File: src/rtl/xlat_pkg.sv
package xlat_pkg;

    localparam int ADDR_W      = 32;
    localparam int IDX_W       = 10;
    localparam int OFF_W       = 12;
    localparam int WORD_SHIFT  = 2;
    localparam int FRAME_W     = ADDR_W - OFF_W;
    localparam int BIG_OFF_W   = IDX_W + OFF_W;
    localparam int BIG_FRAME_W = ADDR_W - BIG_OFF_W;
    localparam int PRESENT_BIT = 0;
    localparam int PSIZE_BIT   = 7;

    typedef struct packed {
        logic [BIG_FRAME_W-1:0] dir_idx;
        logic [IDX_W-1:0]       tbl_idx;
        logic [OFF_W-1:0]       off;
    } lin_addr_t;

    typedef enum logic [2:0] {
        ST_IDLE,
        ST_DIR_REQ,
        ST_DIR_WAIT,
        ST_TBL_REQ,
        ST_TBL_WAIT,
        ST_DONE
    } walk_state_e;

    typedef struct packed {
        logic              fault;
        logic              big;
        logic [ADDR_W-1:0] phys;
    } walk_result_t;

    function automatic logic [ADDR_W-1:0] entry_addr(
        input logic [FRAME_W-1:0] frame,
        input logic [IDX_W-1:0]   idx
    );
        return {frame, idx, {WORD_SHIFT{1'b0}}};
    endfunction

    function automatic logic [ADDR_W-1:0] small_phys(
        input logic [FRAME_W-1:0] frame,
        input lin_addr_t          lin
    );
        return {frame, lin.off};
    endfunction

    function automatic logic [ADDR_W-1:0] big_phys(
        input logic [FRAME_W-1:0] frame,
        input lin_addr_t          lin
    );
        return {frame[FRAME_W-1 -: BIG_FRAME_W], lin[BIG_OFF_W-1:0]};
    endfunction

endpackage

File: src/rtl/xlat_entry_addr.sv
module xlat_entry_addr
    import xlat_pkg::*;
(
    input  logic                tbl_phase,
    input  logic [FRAME_W-1:0]  dir_frame,
    input  logic [FRAME_W-1:0]  tbl_frame,
    input  lin_addr_t           lin,
    output logic [ADDR_W-1:0]   rd_addr
);

    logic [ADDR_W-1:0] dir_addr;
    logic [ADDR_W-1:0] tbl_addr;

    always_comb begin
        dir_addr = entry_addr(dir_frame, lin.dir_idx);
        tbl_addr = entry_addr(tbl_frame, lin.tbl_idx);
        rd_addr  = tbl_phase ? tbl_addr : dir_addr;
    end

endmodule

File: src/rtl/xlat_walk_fsm.sv
module xlat_walk_fsm
    import xlat_pkg::*;
(
    input  logic        clk,
    input  logic        rst,
    input  logic        req_fire,
    input  logic        rd_ready,
    input  logic        rd_rsp_valid,
    input  logic        ent_present,
    input  logic        ent_large,
    output walk_state_e state_o,
    output logic        pde_we,
    output logic        result_we,
    output logic        result_fault,
    output logic        result_big
);

    walk_state_e state_q;
    walk_state_e state_d;

    always_comb begin
        state_d      = state_q;
        pde_we       = 1'b0;
        result_we    = 1'b0;
        result_fault = 1'b0;
        result_big   = 1'b0;
        case (state_q)
            ST_IDLE: begin
                if (req_fire) state_d = ST_DIR_REQ;
            end
            ST_DIR_REQ: begin
                if (rd_ready) state_d = ST_DIR_WAIT;
            end
            ST_DIR_WAIT: begin
                if (rd_rsp_valid) begin
                    if (!ent_present) begin
                        result_we    = 1'b1;
                        result_fault = 1'b1;
                        state_d      = ST_DONE;
                    end else if (ent_large) begin
                        result_we  = 1'b1;
                        result_big = 1'b1;
                        state_d    = ST_DONE;
                    end else begin
                        pde_we  = 1'b1;
                        state_d = ST_TBL_REQ;
                    end
                end
            end
            ST_TBL_REQ: begin
                if (rd_ready) state_d = ST_TBL_WAIT;
            end
            ST_TBL_WAIT: begin
                if (rd_rsp_valid) begin
                    result_we    = 1'b1;
                    result_fault = !ent_present;
                    state_d      = ST_DONE;
                end
            end
            ST_DONE: begin
                state_d = ST_IDLE;
            end
            default: begin
                state_d = ST_IDLE;
            end
        endcase
    end

    always_ff @(posedge clk) begin
        if (rst) state_q <= ST_IDLE;
        else     state_q <= state_d;
    end

    assign state_o = state_q;

endmodule

File: src/rtl/xlat_result_reg.sv
module xlat_result_reg
    import xlat_pkg::*;
(
    input  logic               clk,
    input  logic               rst,
    input  logic               we,
    input  logic               fault,
    input  logic               big,
    input  logic [FRAME_W-1:0] ent_frame,
    input  lin_addr_t          lin,
    output walk_result_t       res_o
);

    walk_result_t res_q;
    walk_result_t res_d;

    always_comb begin
        res_d.fault = fault;
        res_d.big   = big && !fault;
        if (fault)    res_d.phys = '0;
        else if (big) res_d.phys = big_phys(ent_frame, lin);
        else          res_d.phys = small_phys(ent_frame, lin);
    end

    always_ff @(posedge clk) begin
        if (rst)     res_q <= '0;
        else if (we) res_q <= res_d;
    end

    assign res_o = res_q;

endmodule

File: src/rtl/xlat_walker.sv
module xlat_walker
    import xlat_pkg::*;
(
    input  logic        clk,
    input  logic        rst,
    input  logic [31:0] dir_base_i,
    input  logic        big_page_en_i,
    input  logic        req_valid_i,
    input  logic [31:0] req_lin_i,
    output logic        busy_o,
    output logic        mem_rd_valid_o,
    input  logic        mem_rd_ready_i,
    output logic [31:0] mem_rd_addr_o,
    input  logic        mem_rsp_valid_i,
    input  logic [31:0] mem_rsp_data_i,
    output logic        rsp_valid_o,
    output logic        rsp_fault_o,
    output logic        rsp_big_o,
    output logic [31:0] rsp_phys_o
);

    walk_state_e        state;
    logic               req_fire;
    logic               pde_we;
    logic               result_we;
    logic               result_fault;
    logic               result_big;
    logic               ent_present;
    logic               ent_large;
    logic [FRAME_W-1:0] ent_frame;
    lin_addr_t          lin_q;
    logic [FRAME_W-1:0] base_frame_q;
    logic [FRAME_W-1:0] pde_frame_q;
    logic               big_en_q;
    walk_result_t       res;
    logic               unused_bits;

    assign unused_bits = ^{dir_base_i[OFF_W-1:0], mem_rsp_data_i[OFF_W-1:0]};

    assign req_fire    = req_valid_i && (state == ST_IDLE);
    assign ent_frame   = mem_rsp_data_i[ADDR_W-1:OFF_W];
    assign ent_present = mem_rsp_data_i[PRESENT_BIT];
    assign ent_large   = big_en_q && mem_rsp_data_i[PSIZE_BIT];

    always_ff @(posedge clk) begin
        if (rst) begin
            lin_q        <= '0;
            base_frame_q <= '0;
            big_en_q     <= 1'b0;
            pde_frame_q  <= '0;
        end else begin
            if (req_fire) begin
                lin_q        <= lin_addr_t'(req_lin_i);
                base_frame_q <= dir_base_i[ADDR_W-1:OFF_W];
                big_en_q     <= big_page_en_i;
            end
            if (pde_we) pde_frame_q <= ent_frame;
        end
    end

    xlat_walk_fsm u_fsm (
        .clk          (clk),
        .rst          (rst),
        .req_fire     (req_fire),
        .rd_ready     (mem_rd_ready_i),
        .rd_rsp_valid (mem_rsp_valid_i),
        .ent_present  (ent_present),
        .ent_large    (ent_large),
        .state_o      (state),
        .pde_we       (pde_we),
        .result_we    (result_we),
        .result_fault (result_fault),
        .result_big   (result_big)
    );

    xlat_entry_addr u_addr (
        .tbl_phase (state == ST_TBL_REQ),
        .dir_frame (base_frame_q),
        .tbl_frame (pde_frame_q),
        .lin       (lin_q),
        .rd_addr   (mem_rd_addr_o)
    );

    xlat_result_reg u_res (
        .clk       (clk),
        .rst       (rst),
        .we        (result_we),
        .fault     (result_fault),
        .big       (result_big),
        .ent_frame (ent_frame),
        .lin       (lin_q),
        .res_o     (res)
    );

    assign busy_o         = (state != ST_IDLE);
    assign mem_rd_valid_o = (state == ST_DIR_REQ) || (state == ST_TBL_REQ);
    assign rsp_valid_o    = (state == ST_DONE);
    assign rsp_fault_o    = res.fault;
    assign rsp_big_o      = res.big;
    assign rsp_phys_o     = res.phys;

endmodule

File: config.mk
export PLATFORM = sky130hd
export DESIGN_NAME = xlat_walker
export DESIGN_NICKNAME = d
export VERILOG_FILES = /design/src/rtl/xlat_pkg.sv /design/src/rtl/xlat_entry_addr.sv /design/src/rtl/xlat_walk_fsm.sv /design/src/rtl/xlat_result_reg.sv /design/src/rtl/xlat_walker.sv
export SDC_FILE = /design/constraint.sdc
export NUM_CORES = 1
export LEC_CHECK = 0
export BUFFER_PORTS_ARGS = -buffer_cell sky130_fd_sc_hd__buf_4
export CORE_MARGIN = 10
export CORE_UTILIZATION = 48
export CTS_CLUSTER_DIAMETER = 60
export DETAILED_ROUTE_END_ITERATION = 7
export PLACE_DENSITY = 0.79
export SYNTH_ARGS = -nofsm -noshare
export SYNTH_HDL_FRONTEND = slang
export SYNTH_SLANG_ARGS = --single-unit
File: constraint.sdc
create_clock -name clk -period 2.4 [get_ports clk]
set_input_delay 0.48 -clock clk [delete_from_list [all_inputs] [get_ports clk]]
set_output_delay 0.48 -clock clk [all_outputs]
set_load 0.02 [all_outputs]
== Word-level counts from Yosys, hierarchy flattened ==
Cells that the tools add are included.
Word-level totals
  output and inout bits: 69
  register bits: 110
Operators by class
  mux-type cells: 27
  reductions and logical operators: 9
  equality and inequality tests: 10
Operators by type and width (count)
  2-to-1 mux 32 bit: 2
  2-to-1 mux 22 bit: 1
  2-to-1 mux 3 bit: 7
  one-hot mux 3 bit (5 select lines): 1
  2-to-1 mux 1 bit: 14
  != test 2 bit, second input constant: 5
  equality test 3 x 2 -> 1 bit, second input constant: 2
  equality test 3 bit, second input constant: 2
  AND reduction 5 bit: 1
  one-hot mux 1 bit (2 select lines): 2
  equality test 3 x 1 -> 1 bit, second input constant: 1
  logical AND 1 bit: 3
  logical NOT 3 bit: 1
  nonzero test 3 bit: 1
  logical NOT 1 bit: 2
  logical OR 1 bit: 1

== Longest topological paths before layout ==
  depth after elaboration: 7
  depth in mapped cells: 7
  depth with buffers taken out: 4

== By module ==
Synthesis repeated with hierarchy kept, for this count alone.
Second synthesis, totals
  cells, all modules: 504
  area total of the unflattened synthesis: 5270.1 um^2
Modules (own cells, without submodules)
  xlat_walker: area each 3159.3 um^2, times used 1, cells an instance 300, seq. area each 1461.4 um^2
  xlat_result_reg: area each 1391.3 um^2, times used 1, cells an instance 139, seq. area each 680.7 um^2
  xlat_entry_addr: area each 503.0 um^2, times used 1, cells an instance 36, seq. area each 0.0 um^2
  xlat_walk_fsm: area each 216.5 um^2, times used 1, cells an instance 29, seq. area each 60.1 um^2

== Least setup slack after synthesis ==
OpenSTA, ideal clock, no wires.
  path kind: flip-flop to output port
  from: reg u_fsm.state_q[0], in the netlist u_fsm.state_o[0]
  to: out mem_rd_addr_o[10]
  slack: 442 ps
  cell stages (with the launch flop): 7
  data arrival time: 1478 ps
  cells stage by stage: dfxtp_1 buf_4 inv_1 nor2_1 nand2_1 buf_2 mux2_2
On the way
  word-level cells in the longest chain between the ends: 2
Ends and longest elaborated chain
  start: declaration: line xlat_walk_fsm.sv:18  | walk_state_e state_q;
  start signal: assignment: line xlat_walk_fsm.sv:71  | else state_q <= state_d;
  equality test 3 x 2 -> 1 bit: line xlat_walker.sv:77  | .tbl_phase (state == ST_TBL_REQ),
  2-to-1 mux 32 bit: line xlat_entry_addr.sv:17  | rd_addr = tbl_phase ? tbl_addr : dir_addr;
  end: declaration: line xlat_walker.sv:13  | output logic [31:0] mem_rd_addr_o,
No other way between the ends.

== Worst setup path after layout ==
  from: reg u_fsm.state_q[0], in the netlist u_fsm.state_o[0]
  to: out mem_rd_addr_o[14]
Same word-level chain as after synthesis.

==> summary.txt <==
CTS root buf: clkbuf_8
Tot Pwr: 0.00355 W
Slew @ Worst Pin: 0.845 ns
First-pass GRT wire length: 20.1 mm
R2R Setup Slk: 0.46 ns
Post-route setup slack: 0.0777 ns
Top_reg_cell synth: dfxtp_1
Gpl congestion: 0.858
Cells on worst reg2reg path: 5
Critical Path RT: 1.92 ns
WP data arrival: 1.84 ns
WHS Endpoint: u_res.res_o[22]
Layout Nets: 711
Vias: 3842
Post-synth EDFFs: 0
Clk_skew: 0.0172 ns
Vias per cell: 5.32
CP max FO: 30
Vias in the first global route: 3897
Max IR drop VDD: 346 µV
Drt total wl: 12.7 mm
Status: finished clean
Reg-to-Reg End: u_res.res_o[6]
Setup TNS: 0 ns
Fin crit period: 2.32 ns
DR DRC count: 0
YS warnings: 0
Worst slew margin: 43.6%
Cell Area, Synth: 4350 µm²
Rows: 34
I/O Buffers: 146
Register area share after synthesis: 50.6%
DRT antenna net count: 0
Setup crit end kind: primary output
Drt wl/cell: 17.6 µm
Clk slew on worst S/H paths: 0.11 ns
Asr flop ratio synth: 0%
P per Cell Area: 624 nW/µm²
Startpoint Class: flop
Post-Syn Instances: 481
Chip Height: 115 µm
H-tree depth: 3
N_diodes: 0
Die Footprint: 13300 µm²
Hold Path Class: input pin to flop
Area of the multi-input gates: 1940 µm²
Pin count of the biggest net entering global routing: 80
GRT overflow: 0
# IOs: 171
Die width: 115 µm
Hold depth: 2
Max clock buf depth: 2
Register area: 2210 µm²
Post-synth cell types: 33
CTS tree: yes
Final period util: 96.8%
Design area: 5690 µm²
Fill cell count: 750
Final setup violation count: 0
Layout area overhead: 30.9%
Initial DRT Pass Iterations: 4
Post-layout util: 65.0%
DRT iter0 DRCs: 203
Slew Limit Fails: 0
Synth Register Bits: 110
CTS Buf Count: 9
CTS Sinks: 110
Hold Vio Cnt, Final: 0
Hold path startpoint: mem_rsp_data_i[22]
Post-DP HPWL: 9.07 mm
Layout cell share with drive strength beyond 1: 35.0%
Worst skew pair latency: 0.37 ns
Initial core utilization: 49.6%
Critical setup path kind: flop to primary output
Total GRT Usage: 18.5%
FMAX: 431 MHz
Core area: 8760 µm²
Setup WS pre-CTS: 0.297 ns
Placed Area: 5500 µm²
Max_cap viols: 0
Pleak: 2.50 nW
Syn Area/Cell: 9.04 µm²
Reg2reg start: u_fsm.state_o[1]
Initial antenna violation count: 0
## metrics by stage
step                hold WS (ns)  cells
CTS                        0.321    722
floorplan                  0.433    482
finish                     0.334    722
global placement           0.439    706
detailed placement         0.444    706
global route               0.309    722
## cell usage after synthesis, types with 3 or more instances
library cell  number  area, µm²
a21oi_1           75        375
a22o_1            32        280
buf_2             14       70.1
buf_4              3       22.5
buf_6              5       56.3
clkbuf_1          17       63.8
dfxtp_1          110       2200
inv_1              4       15.0
mux2_2            31        349
mux2_4             9        135
nand2_1          150        563
nor2_1             4       15.0
nor2b_1            3       18.8
## where the power goes
part / internal [W] / switching [W]
Combinational: 0.000269 / 0.000305
Clock: 0.000391 / 0.000639
Sequential: 0.00190 / 0.0000483
## state kept, by name (all words and copies together), names as in the netlist
name,flops
lin_q,32
pde_frame_q,20
base_frame_q,20
big_en_q,1
u_res.res_o,34
u_fsm.state_o,3
## cell families (layout without fill, tap and decap cells)
group	count (synthesis)	in the layout	synth area share (%)
and+or+nand+nor	167	167	15.4
AOI/OAI and AO/OA	118	118	17.1
DFF	110	110	50.6
buffers and inverters	43	175	5.23
muxes	41	41	11.4
other	1	2	0.0862
xor gates and xnor gates	1	1	0.201
## final cells by class
type | count | area share (%)
flip-flops and latches | 110 | 38.8
multi-input cells | 329 | 34.0
repair buffers | 155 | 21.5
well taps | 108 | 2.37
clock buffers | 11 | 2.31
clock inverters | 5 | 0.703
inverters | 4 | 0.264
## worst max-delay path, stage by stage (launching register included)
cell and delay [ns]:
dfxtp_4 0.41, inv_1 0.08, nor2_1 0.18, nand2_1 0.12, buf_12 0.20, mux2_2 0.31
buf_4 0.16
## per-layer routing
metal,vias to the layer above,routed length (µm),track usage (%)
li1,1879,-,-
met4,0,193,5.94
met3,16,1050,6.98
met2,121,6180,30.5
met1,1826,5280,21.9
met5,-,0,0
## how the worst max path moves through the flow
stage          cells past startpoint        startpoint                 to
2_1_floorplan                      6  u_fsm.state_o[0]  mem_rd_addr_o[10]
6_report                           6  u_fsm.state_o[0]  mem_rd_addr_o[14]
3_3_place_gp                       6  u_fsm.state_o[0]  mem_rd_addr_o[14]
3_5_place_dp                       6  u_fsm.state_o[0]  mem_rd_addr_o[15]
5_1_grt                            6  u_fsm.state_o[0]  mem_rd_addr_o[15]
4_1_cts                            5  u_fsm.state_o[2]  mem_rd_addr_o[15]
## repair_timing
action,CTS,global route
setup buffers,0,0
endpoints found under the setup margin,30,30
hold buffers,0,0
gates resized for setup,3,3
## cells in the final DEF, fill, tap and decap left out, types with 2 or more instances in the layout
cell type | synthesis | routed
conb_1 | 1 | 2
mux2_4 | 9 | 9
buf_12 | 0 | 5
nand2_1 | 150 | 150
nor2b_1 | 3 | 3
buf_4 | 3 | 150
mux2_2 | 31 | 31
and2_1 | 2 | 2
nor2_1 | 4 | 4
dfxtp_1 | 110 | 108
a22o_1 | 32 | 32
inv_6 | 0 | 3
clkbuf_8 | 0 | 9
a211oi_1 | 2 | 2
a21oi_1 | 75 | 75
clkbuf_1 | 17 | 2
inv_1 | 4 | 4
a22oi_1 | 2 | 2
(Power assumes the default switching activity.)
